==> src/rtl/ecc_loc_pkg.sv <==
// Package: ecc_loc_pkg
// Holds the widths and the fixed parity-check matrix of the 64-bit
// fault locator. The matrix is given as one pair of 32-bit masks per
// check bit. Assumes data bit n maps to the low half for n < 32.
package ecc_loc_pkg;

    localparam int HALF_W = 32;
    localparam int DATA_W = 2 * HALF_W;
    localparam int CHK_W  = 8;
    localparam int CAP_W  = 2 * CHK_W;
    localparam int DIDX_W = $clog2(DATA_W);
    localparam int CIDX_W = $clog2(CHK_W);

    // High-half mask of check bit k
    function automatic logic [HALF_W-1:0] mask_high(input int k);
        case (k)
            0:       return 32'hf00fe11e;
            1:       return 32'h00ff00ff;
            2:       return 32'h0f0f0f0f;
            3:       return 32'h11113333;
            4:       return 32'h22224444;
            5:       return 32'h44448888;
            6:       return 32'h8888ffff;
            default: return 32'hffff1111;
        endcase
    endfunction

    // Low-half mask of check bit k
    function automatic logic [HALF_W-1:0] mask_low(input int k);
        case (k)
            0:       return 32'hc33c0ff7;
            1:       return 32'h00fff0ff;
            2:       return 32'h0f0fff00;
            3:       return 32'h7777000f;
            4:       return 32'h8888222f;
            5:       return 32'hffff4441;
            6:       return 32'h11118882;
            default: return 32'h22221114;
        endcase
    endfunction

    // Syndrome column produced by a flip of data bit n
    function automatic logic [CHK_W-1:0] column_of(input int n);
        logic [CHK_W-1:0]  col;
        logic [HALF_W-1:0] m;
        col = '0;
        for (int k = 0; k < CHK_W; k++) begin
            m = (n < HALF_W) ? mask_low(k) : mask_high(k);
            col[k] = m[n % HALF_W];
        end
        return col;
    endfunction

endpackage

==> src/rtl/ecc_check_gen.sv <==
// Module: ecc_check_gen
// Computes the check code of one data word from the fixed matrix.
// The logic is purely combinational: one XOR tree per check bit.
// Assumes the caller registers the result.
module ecc_check_gen
    import ecc_loc_pkg::*;
(
    input  logic [HALF_W-1:0] data_hi,
    input  logic [HALF_W-1:0] data_lo,
    output logic [CHK_W-1:0]  code
);

    // One parity tree per check bit
    for (genvar k = 0; k < CHK_W; k++) begin : g_tree
        localparam logic [HALF_W-1:0] MH = mask_high(k);
        localparam logic [HALF_W-1:0] ML = mask_low(k);
        assign code[k] = (^(data_hi & MH)) ^ (^(data_lo & ML));
    end

endmodule

==> src/rtl/ecc_col_locate.sv <==
// Module: ecc_col_locate
// Finds the faulty bit that a syndrome points at. All 64 data columns
// are compared at once, and the lowest-numbered hit wins. With no data
// hit, the lowest set syndrome bit names a check bit. Indices are zero
// when their flag is low. Purely combinational.
module ecc_col_locate
    import ecc_loc_pkg::*;
(
    input  logic [CHK_W-1:0]  syn,
    output logic              d_hit,
    output logic [DIDX_W-1:0] d_idx,
    output logic              c_hit,
    output logic [CIDX_W-1:0] c_idx
);

    logic [DATA_W-1:0] col_hit;
    logic              any_set;
    logic [CIDX_W-1:0] low_set;

    // Parallel comparison against every data column
    for (genvar n = 0; n < DATA_W; n++) begin : g_col
        localparam logic [CHK_W-1:0] COL = column_of(n);
        assign col_hit[n] = (syn == COL);
    end

    // Priority encoder: the lowest matching data column
    always_comb begin
        d_hit = 1'b0;
        d_idx = '0;
        for (int n = DATA_W - 1; n >= 0; n--) begin
            if (col_hit[n]) begin
                d_hit = 1'b1;
                d_idx = DIDX_W'(n);
            end
        end
    end

    // Priority encoder: the lowest set syndrome bit
    always_comb begin
        any_set = 1'b0;
        low_set = '0;
        for (int k = CHK_W - 1; k >= 0; k--) begin
            if (syn[k]) begin
                any_set = 1'b1;
                low_set = CIDX_W'(k);
            end
        end
    end

    // Check-bit fault only when no data column took the syndrome
    always_comb begin
        c_hit = any_set && !d_hit;
        c_idx = c_hit ? low_set : '0;
    end

endmodule

==> src/rtl/ecc_result_reg.sv <==
// Module: ecc_result_reg
// Builds the repaired data and code and the bus-width-dependent view of
// the syndrome, then loads every result on a capture strobe. It holds
// otherwise. A synchronous active-low reset clears the outputs. In
// narrow mode both flags are forced low and the stored code passes
// through.
module ecc_result_reg
    import ecc_loc_pkg::*;
(
    input  logic              clk,
    input  logic              rst_n,
    input  logic              load,
    input  logic              narrow,
    input  logic [HALF_W-1:0] in_hi,
    input  logic [HALF_W-1:0] in_lo,
    input  logic [CAP_W-1:0]  in_code,
    input  logic [CHK_W-1:0]  in_calc,
    input  logic [CHK_W-1:0]  in_syn,
    input  logic              in_dhit,
    input  logic [DIDX_W-1:0] in_didx,
    input  logic              in_chit,
    input  logic [CIDX_W-1:0] in_cidx,
    output logic [CHK_W-1:0]  q_calc,
    output logic [CAP_W-1:0]  q_syn,
    output logic              q_dhit,
    output logic [DIDX_W-1:0] q_didx,
    output logic              q_chit,
    output logic [CIDX_W-1:0] q_cidx,
    output logic [HALF_W-1:0] q_hi,
    output logic [HALF_W-1:0] q_lo,
    output logic [CAP_W-1:0]  q_code
);

    logic              n_dhit;
    logic              n_chit;
    logic [DIDX_W-1:0] n_didx;
    logic [CIDX_W-1:0] n_cidx;
    logic [DATA_W-1:0] flip_d;
    logic [CHK_W-1:0]  flip_c;
    logic [DATA_W-1:0] n_data;
    logic [CAP_W-1:0]  n_syn;
    logic [CAP_W-1:0]  n_code;

    // Locating is allowed only on the wide bus
    always_comb begin
        n_dhit = in_dhit && !narrow;
        n_chit = in_chit && !narrow;
        n_didx = n_dhit ? in_didx : '0;
        n_cidx = n_chit ? in_cidx : '0;
    end

    // One-hot flip masks for the located bit
    always_comb begin
        flip_d = '0;
        flip_c = '0;
        if (n_dhit) flip_d[n_didx] = 1'b1;
        if (n_chit) flip_c[n_cidx] = 1'b1;
    end

    // Repaired data and width-dependent syndrome and code
    always_comb begin
        n_data = {in_hi, in_lo} ^ flip_d;
        if (narrow) begin
            n_syn  = in_code;
            n_code = in_code;
        end else begin
            n_syn  = {{(CAP_W-CHK_W){1'b0}}, in_syn};
            n_code = {{(CAP_W-CHK_W){1'b0}}, in_code[CHK_W-1:0] ^ flip_c};
        end
    end

    // Result registers: clear on reset, load on strobe, else hold
    always_ff @(posedge clk) begin
        if (!rst_n) begin
            q_calc <= '0;
            q_syn  <= '0;
            q_dhit <= 1'b0;
            q_didx <= '0;
            q_chit <= 1'b0;
            q_cidx <= '0;
            q_hi   <= '0;
            q_lo   <= '0;
            q_code <= '0;
        end else if (load) begin
            q_calc <= in_calc;
            q_syn  <= n_syn;
            q_dhit <= n_dhit;
            q_didx <= n_didx;
            q_chit <= n_chit;
            q_cidx <= n_cidx;
            q_hi   <= n_data[DATA_W-1:HALF_W];
            q_lo   <= n_data[HALF_W-1:0];
            q_code <= n_code;
        end
    end

endmodule

==> src/rtl/ecc_syndrome_locator.sv <==
// Module: ecc_syndrome_locator
// Top level of the 64-bit check code generator and single-bit fault
// locator. Combinational code generation and column matching feed one
// register stage, so results follow the capture strobe by one clock.
// Assumes the stored code arrives on the same cycle as the data.
module ecc_syndrome_locator
    import ecc_loc_pkg::*;
(
    input  logic              clk,
    input  logic              rst_n,
    input  logic              cap_valid,
    input  logic [HALF_W-1:0] cap_hi,
    input  logic [HALF_W-1:0] cap_lo,
    input  logic [CAP_W-1:0]  cap_code,
    input  logic              bus_narrow,
    output logic [CHK_W-1:0]  calc_code,
    output logic [CAP_W-1:0]  syndrome,
    output logic              data_err,
    output logic [DIDX_W-1:0] data_idx,
    output logic              chk_err,
    output logic [CIDX_W-1:0] chk_idx,
    output logic [HALF_W-1:0] fixed_hi,
    output logic [HALF_W-1:0] fixed_lo,
    output logic [CAP_W-1:0]  fixed_code
);

    logic [CHK_W-1:0]  gen_code;
    logic [CHK_W-1:0]  raw_syn;
    logic              loc_dhit;
    logic [DIDX_W-1:0] loc_didx;
    logic              loc_chit;
    logic [CIDX_W-1:0] loc_cidx;

    ecc_check_gen u_gen (
        .data_hi (cap_hi),
        .data_lo (cap_lo),
        .code    (gen_code)
    );

    // Syndrome of the wide bus: computed code against stored low byte
    always_comb raw_syn = gen_code ^ cap_code[CHK_W-1:0];

    ecc_col_locate u_loc (
        .syn   (raw_syn),
        .d_hit (loc_dhit),
        .d_idx (loc_didx),
        .c_hit (loc_chit),
        .c_idx (loc_cidx)
    );

    ecc_result_reg u_reg (
        .clk     (clk),
        .rst_n   (rst_n),
        .load    (cap_valid),
        .narrow  (bus_narrow),
        .in_hi   (cap_hi),
        .in_lo   (cap_lo),
        .in_code (cap_code),
        .in_calc (gen_code),
        .in_syn  (raw_syn),
        .in_dhit (loc_dhit),
        .in_didx (loc_didx),
        .in_chit (loc_chit),
        .in_cidx (loc_cidx),
        .q_calc  (calc_code),
        .q_syn   (syndrome),
        .q_dhit  (data_err),
        .q_didx  (data_idx),
        .q_chit  (chk_err),
        .q_cidx  (chk_idx),
        .q_hi    (fixed_hi),
        .q_lo    (fixed_lo),
        .q_code  (fixed_code)
    );

endmodule

==> config.mk <==
export PLATFORM = sky130hd
export DESIGN_NAME = ecc_syndrome_locator
export DESIGN_NICKNAME = d
export VERILOG_FILES = /design/src/rtl/ecc_loc_pkg.sv /design/src/rtl/ecc_check_gen.sv /design/src/rtl/ecc_col_locate.sv /design/src/rtl/ecc_result_reg.sv /design/src/rtl/ecc_syndrome_locator.sv
export SDC_FILE = /design/constraint.sdc
export NUM_CORES = 1
export LEC_CHECK = 0
export ABC_AREA = 1
export CORE_ASPECT_RATIO = 1.25
export CORE_MARGIN = 5
export CORE_UTILIZATION = 40
export DETAILED_ROUTE_END_ITERATION = 10
export PLACE_DENSITY = 0.68
export SLEW_MARGIN = 10
export SYNTH_ARGS = -nofsm -noshare
export SYNTH_HDL_FRONTEND = slang
export SYNTH_HIERARCHICAL = 1
export SYNTH_SLANG_ARGS = --single-unit
==> constraint.sdc <==
create_clock -name clk -period 5.2 [get_ports clk]
set_input_delay 1.04 -clock clk [delete_from_list [all_inputs] [get_ports clk]]
set_output_delay 1.04 -clock clk [all_outputs]
set_load 0.005 [all_outputs]
==> results of run 1 <==
synthesized netlist by cell type (all sizes together):
master,instances,area [um^2]
nand2,534,2050
inv,293,1100
nor2,256,983
nand3,154,771
dfxtp,107,2140
o21ai,72,364
a21oi,59,299
xnor2,53,472
xor2,41,374
buf,38,253
clkbuf,33,126
nand4,19,119
nor3,18,145
o211ai,9,67.6
nand3b,5,37.5
a211oi,4,30.0
a2111oi,2,30.0
nor3b,2,15.0
nor4,2,12.5
or2,2,12.5
a221oi,1,15.0
a31oi,1,6.26
clkinv,1,3.75
nand2b,1,6.26
o2111a,1,11.3
o21a,1,7.51
o22ai,1,6.26
o2bb2ai,1,8.76
metal layers:
metal	track usage, %	vias to the layer above	wire [um]
met2	50.8	421	20900
met4	14.4	0	2310
li1	-	6037	-
met3	2.82	119	1900
met5	0	-	0
met1	29.5	5614	14700
tightest hold or removal path: stages (launching register included):
cell     delay, ps
dfxtp_1        320
nand2_1         60
a21oi_1         60
where the power goes:
group / leakage (uW) / internal (uW) / switching [uW]
clock network: 0.000135 / 334 / 366
logic: 0.00672 / 1450 / 1670
registers: 0.000888 / 890 / 39.8
cell families after synthesis:
group	count (synthesis)	synth area share, %
AO/OA/AOI/OAI	152	8.93
XOR/XNOR	94	8.93
buffers and inverters	365	15.7
flip-flops	107	22.6
AND/OR/NAND/NOR	993	43.8
worst max-delay path by stage:
stage / end / slack, ps
after floorplan: u_reg/q_lo[8] / 490
after global placement: u_reg/q_code[4] / -1350
after detailed placement: u_reg/q_code[6] / -1300
after CTS: u_reg/q_code[0] / 1
after global routing: u_reg/q_code[6] / -280
final: u_reg/q_code[1] / -90
repair_timing:
item | 4_1_cts | 5_1_grt
hold buffers | 0 | 0
gates resized for setup | 166 | 329
pin swaps | 28 | 99
endpoints found under the setup margin | 83 | 75
setup buffers | 24 | 26
gates cloned | 1 | 4
sequential cells by signal, indices dropped and copies added, names as in the netlist:
register / cells
u_reg/q_dhit: 1
u_reg/q_code: 8
u_reg/q_calc: 8
u_reg/q_cidx: 3
u_reg/q_lo: 32
u_reg/q_didx: 6
u_reg/q_syn: 16
u_reg/q_chit: 1
u_reg/q_hi: 32
area by class of cell:
| type | instances | share of cell area [%] |
|---|---|---|
| clock buffer | 9 | 1.51 |
| tap | 292 | 2.46 |
| clock inverter | 7 | 0.387 |
| timing repair buffer | 482 | 27.9 |
| inverter | 294 | 7.56 |
| multi-input combinational | 1239 | 45.8 |
| sequential | 107 | 14.4 |
metrics by stage:
| stage | worst slack [ps] | util [%] | hold slack [ps] | instances | area (um^2) |
|---|---|---|---|---|---|
| floorplan | 489 | - | 472 | 1711 | 9470 |
| global route | -283 | 63.1 | 500 | 2430 | 14900 |
| global placement | -1350 | 56.5 | 461 | 2360 | 13300 |
| CTS | 1.01 | 59.6 | 483 | 2401 | 14100 |
| finish | -91.1 | 63.1 | 485 | 2430 | 14900 |
| detailed placement | -1300 | 56.5 | 470 | 2360 | 13300 |
==> impl_metrics.yaml, run 1 <==
power:
  ir_drop_uv: 180
  p_leak_uw: 0.00775
  totalPowerFinal_uw: 4750
  p_per_area_nw_per_um2: 319
drt:
  route.antenna.remaining_nets: 0
  drt-total-wl_mm: 39.8
  drt-vias-per-instance: 5.02
  wl_per_cell_um: 16.4
  dr.pass1.iters: 8
  routed-via-count: 12200
  drc: 0
  drt_iter0_markers: 801
clock_tree:
  cts_max_path_buffers: 2
  clk_latency_ps: 370
  cts_tree: "built"
  cts.clk_slew.worst_paths_ps: 80
  cts_buffers: 9
  clockRootBuffer: "clkbuf_16"
  cts_htree_levels: 3
  clock-sinks: 107
cells_and_area:
  seqCellArea_um2: 2140
  area_growth_syn_to_layout_pct: 57.1
  nNetsFinal: 2217
  multi_input_area_um2: 6810
  drive_gt1_share_pct: 28.9
  final_cell_mix: "nand2_1 (456), inv_1 (255), buf_4 (236)"
  final_common_cell: "nand2_1"
  diodes: 0
  nFillCells: 2203
timing:
  fmax_mhz: 189
  slew_headroom_pct: 23.5
  fin_ws_ps: -91.1
  hold_violations: 0
  finalCritPeriodShare_pct: 102
  final.setup_skew_ps: 0
  fin_tns_setup_ps: -856
  min_period_ps: 5290
  grt_setup_unrepaired: "true"
  worstMarginPinSlew_ps: 1150
  setup_viol: 26
  slew_violations: 0
critical_path:
  path_depth: 42
  crit_slowest_cell: "a2111oi_4"
  startpoint_type: "input pin"
  cp_data_arrival_time_ps: 5570
  cpMostUsedCell: "nand2_1"
  r2r_start: "u_reg/q_code[5]"
  path_max_fanout: 6
  startpoint: "cap_lo[21]"
  worstRegToRegCells: 4
  cp_top_family: "simple AND/OR/NAND/NOR gates"
  cpPeakStageDelay_ps: 360
  critical_path.n_buffers_inverters: 15
  reg2reg_slack_ps: 4380
  cp.required_ps: 5480
  path_class: "input pin to flop"
  endpoint_kind: "flop"
  r2r_end: "u_reg/q_code[5]"
logic_synthesis:
  ys_types: 44
  syn_avg_cell_area_um2: 5.53
  synth_nets: 1795
  synth-seq-cells: 107
  seq_area_frac_synth_pct: 22.6
  netlist_instances: 1711
  ys_warn_count: 6
  synth_area_um2: 9470
floorplanning:
  core_area_um2: 23600
  die-area_um2: 26900
  core.rowCount: 63
  die_x_um: 148
  start_util_pct: 40.2
  io_pins: 199
  chipHeight_um: 182
placed_design:
  io_buffers: 198
  place_congestion: 0.978
  hpwl_mm: 28.7
grt:
  grt_pass1_wl_mm: 58.3
  grt_util_all_layers_pct: 27.0
  grt_max_degree: 131
  grt_overflow: 0
  antenna_found_initial: 0
  grt_pass1_vias: 11400
min_path:
  worstHoldStart: "u_reg/q_syn[9]"
  hold_path_end: "u_reg/q_syn[9]"
  min_path_type: "flop to flop"
  whs_path_depth: 2
job:
  cap_violations: 0
status:
  outcome: "complete, but fails checks"
  violations: "negative setup slack"
(Power assumes the default switching activity.)
==> inputs of run 2 (changes only) <==
Settings changed: GPL_TIMING_DRIVEN set to 0.
==> impl_metrics.yaml, run 2 (synthesis gave the netlist of run 1 again) <==
status:
  outcome: "completed"
timing:
  hold_violations: 0
  min_period_ps: 5200
  grt_setup_unrepaired: "true"
  slew_violations: 0
  fmax_mhz: 192
  final.setup_skew_ps: 0
  holdWs_ps: 483
  finalCritPeriodShare_pct: 100
  worstMarginPinSlew_ps: 926
  setup_viol: 0
  slew_headroom_pct: 38.2
critical_path:
  r2r_start: "u_reg/q_lo[30]"
  cpPeakStageDelay_ps: 340
  cp.required_ps: 5520
  path_class: "input pin to flop"
  reg2reg_slack_ps: 4450
  startpoint: "cap_lo[4]"
  endpoint_kind: "flop"
  crit_slowest_cell: "a2111oi_4"
  startpoint_type: "input pin"
  worstRegToRegCells: 2
  r2r_end: "u_reg/q_lo[30]"
  cp_data_arrival_time_ps: 5520
  cp-endpoint: "u_reg/q_code[6]"
  path_max_fanout: 7
placed_design:
  place_congestion: 0.959
  io_buffers: 196
  hpwl_mm: 28.0
floorplanning:
  io_pins: 199
  start_util_pct: 40.2
  core_area_um2: 23600
  die-area_um2: 26900
  die_x_um: 148
  core.rowCount: 63
  chipHeight_um: 182
grt:
  grt_pass1_vias: 10800
  antenna_found_initial: 0
  grt_pass1_wl_mm: 56.1
  grt_util_all_layers_pct: 26.1
  grt_overflow: 0
  grt_max_degree: 21
clock_tree:
  cts_buffers: 9
  cts.clk_slew.worst_paths_ps: 80
  cts_max_path_buffers: 2
  clk_latency_ps: 370
  cts_htree_levels: 3
  clockRootBuffer: "clkbuf_16"
  clock-sinks: 107
  cts_tree: "built"
  cts_hold_buf: 0
cells_and_area:
  area_growth_syn_to_layout_pct: 43.9
  nNetsFinal: 2078
  drive_gt1_share_pct: 22.9
  top_regs: "u_reg/q_hi x32, u_reg/q_lo x32, u_reg/q_syn x16"
  final_common_cell: "nand2_1"
  diodes: 0
  final_cell_mix: "nand2_1 (434), inv_1 (245), nor2_1 (222)"
drt:
  routed-via-count: 11700
  wl_per_cell_um: 16.3
  drt-total-wl_mm: 37.4
  drc: 0
  drt_iter0_markers: 878
  route.antenna.remaining_nets: 0
  dr.pass1.iters: 6
  drt-vias-per-instance: 5.10
power:
  ir_drop_uv: 328
  totalPowerFinal_uw: 4210
  p_per_area_nw_per_um2: 309
  p_leak_uw: 0.00695
min_path:
  min_path_type: "flop to flop"
job:
  cap_violations: 0
==> run 2: cell types whose count changed in the layout (fill, tap and decap cells not counted), sizes merged <==
cell,before,now
buf,293,130
clkbuf,65,89
clkdlybuf4s50,133,132
clkinv,1,4
clkinvlp,2,0
dlymetal6s2s,0,1
inv,298,297
==> run 2: repair_timing <==
item,CTS,global route
pin swaps,32,104
gates cloned,0,0
setup buffers,29,50
setup endpoints to repair,75,74
resized for setup,184,369
==> run 2: layer usage <==
| metal | track usage, % | share of wire, % | up-vias |
|---|---|---|---|
| met5 | 0 | 0 | - |
| met4 | 13.7 | 5.6 | 0 |
| met3 | 3.30 | 6.1 | 115 |
| met2 | 47.2 | 50 | 463 |
| met1 | 29.8 | 39 | 5326 |
| li1 | - | - | 5780 |
==> run 2: worst max-delay path: cells and delay by family <==
kind                   cells  cell delay (ps)
AND/OR/NAND/NOR           21             2260
XOR/XNOR                   1              130
AO/OA/AOI/OAI              5              870
buffers and inverters     13             1190
==> run 2: final cells by class <==
cell class	instances	area, um^2
Fill cell	2312	9950
Multi-Input combinational cell	1239	6870
Timing Repair Buffer	275	2380
Sequential cell	107	2140
Inverter	294	1120
Buffer	68	460
Tap cell	292	365
Clock buffer	9	225
Clock inverter	7	66.3
==> run 2: report_power, final <==
group	leakage [uW]	switching, uW	total, uW	internal [uW]
logic	0.00592	1570	2560	990
registers	0.000888	40.7	931	890
clock network	0.000144	379	718	339
total	0.00695	1990	4210	2220
==> run 2: worst min-delay path by stage <==
| stage | from | to | slack (ps) | depth (start not counted) |
|---|---|---|---|---|
| after detailed placement | u_reg/q_syn[3] | u_reg/q_syn[3] | 470 | 2 |
| after global placement | u_reg/q_syn[1] | u_reg/q_syn[1] | 470 | 2 |
| after floorplan | u_reg/q_syn[0] | u_reg/q_syn[0] | 470 | 2 |
| after global routing | u_reg/q_syn[10] | u_reg/q_syn[10] | 500 | 2 |
| after CTS | u_reg/q_syn[4] | u_reg/q_syn[4] | 490 | 2 |
| final | u_reg/q_syn[4] | u_reg/q_syn[4] | 480 | 2 |
==> run 2: per-stage QoR <==
step / area, um^2 / setup TNS, ps / util, % / cells / worst slack [ps]
after global placement: 11800 / -94440 / 50.0 / 2199 / -1480
after CTS: 12800 / 0 / 54.1 / 2244 / 9.86
after floorplan: 9470 / 0 / - / 1711 / 489
final: 13600 / 0 / 57.8 / 2291 / 1.27
after detailed placement: 11800 / -95410 / 50.0 / 2199 / -1460
after global routing: 13600 / -4340 / 57.8 / 2291 / -202
==> inputs of run 3 (changes only) <==
Settings changed: SLEW_MARGIN 10 to 5.
==> results of run 3 <==
The final DEF is identical to that of run 2; final timing and power are the same.
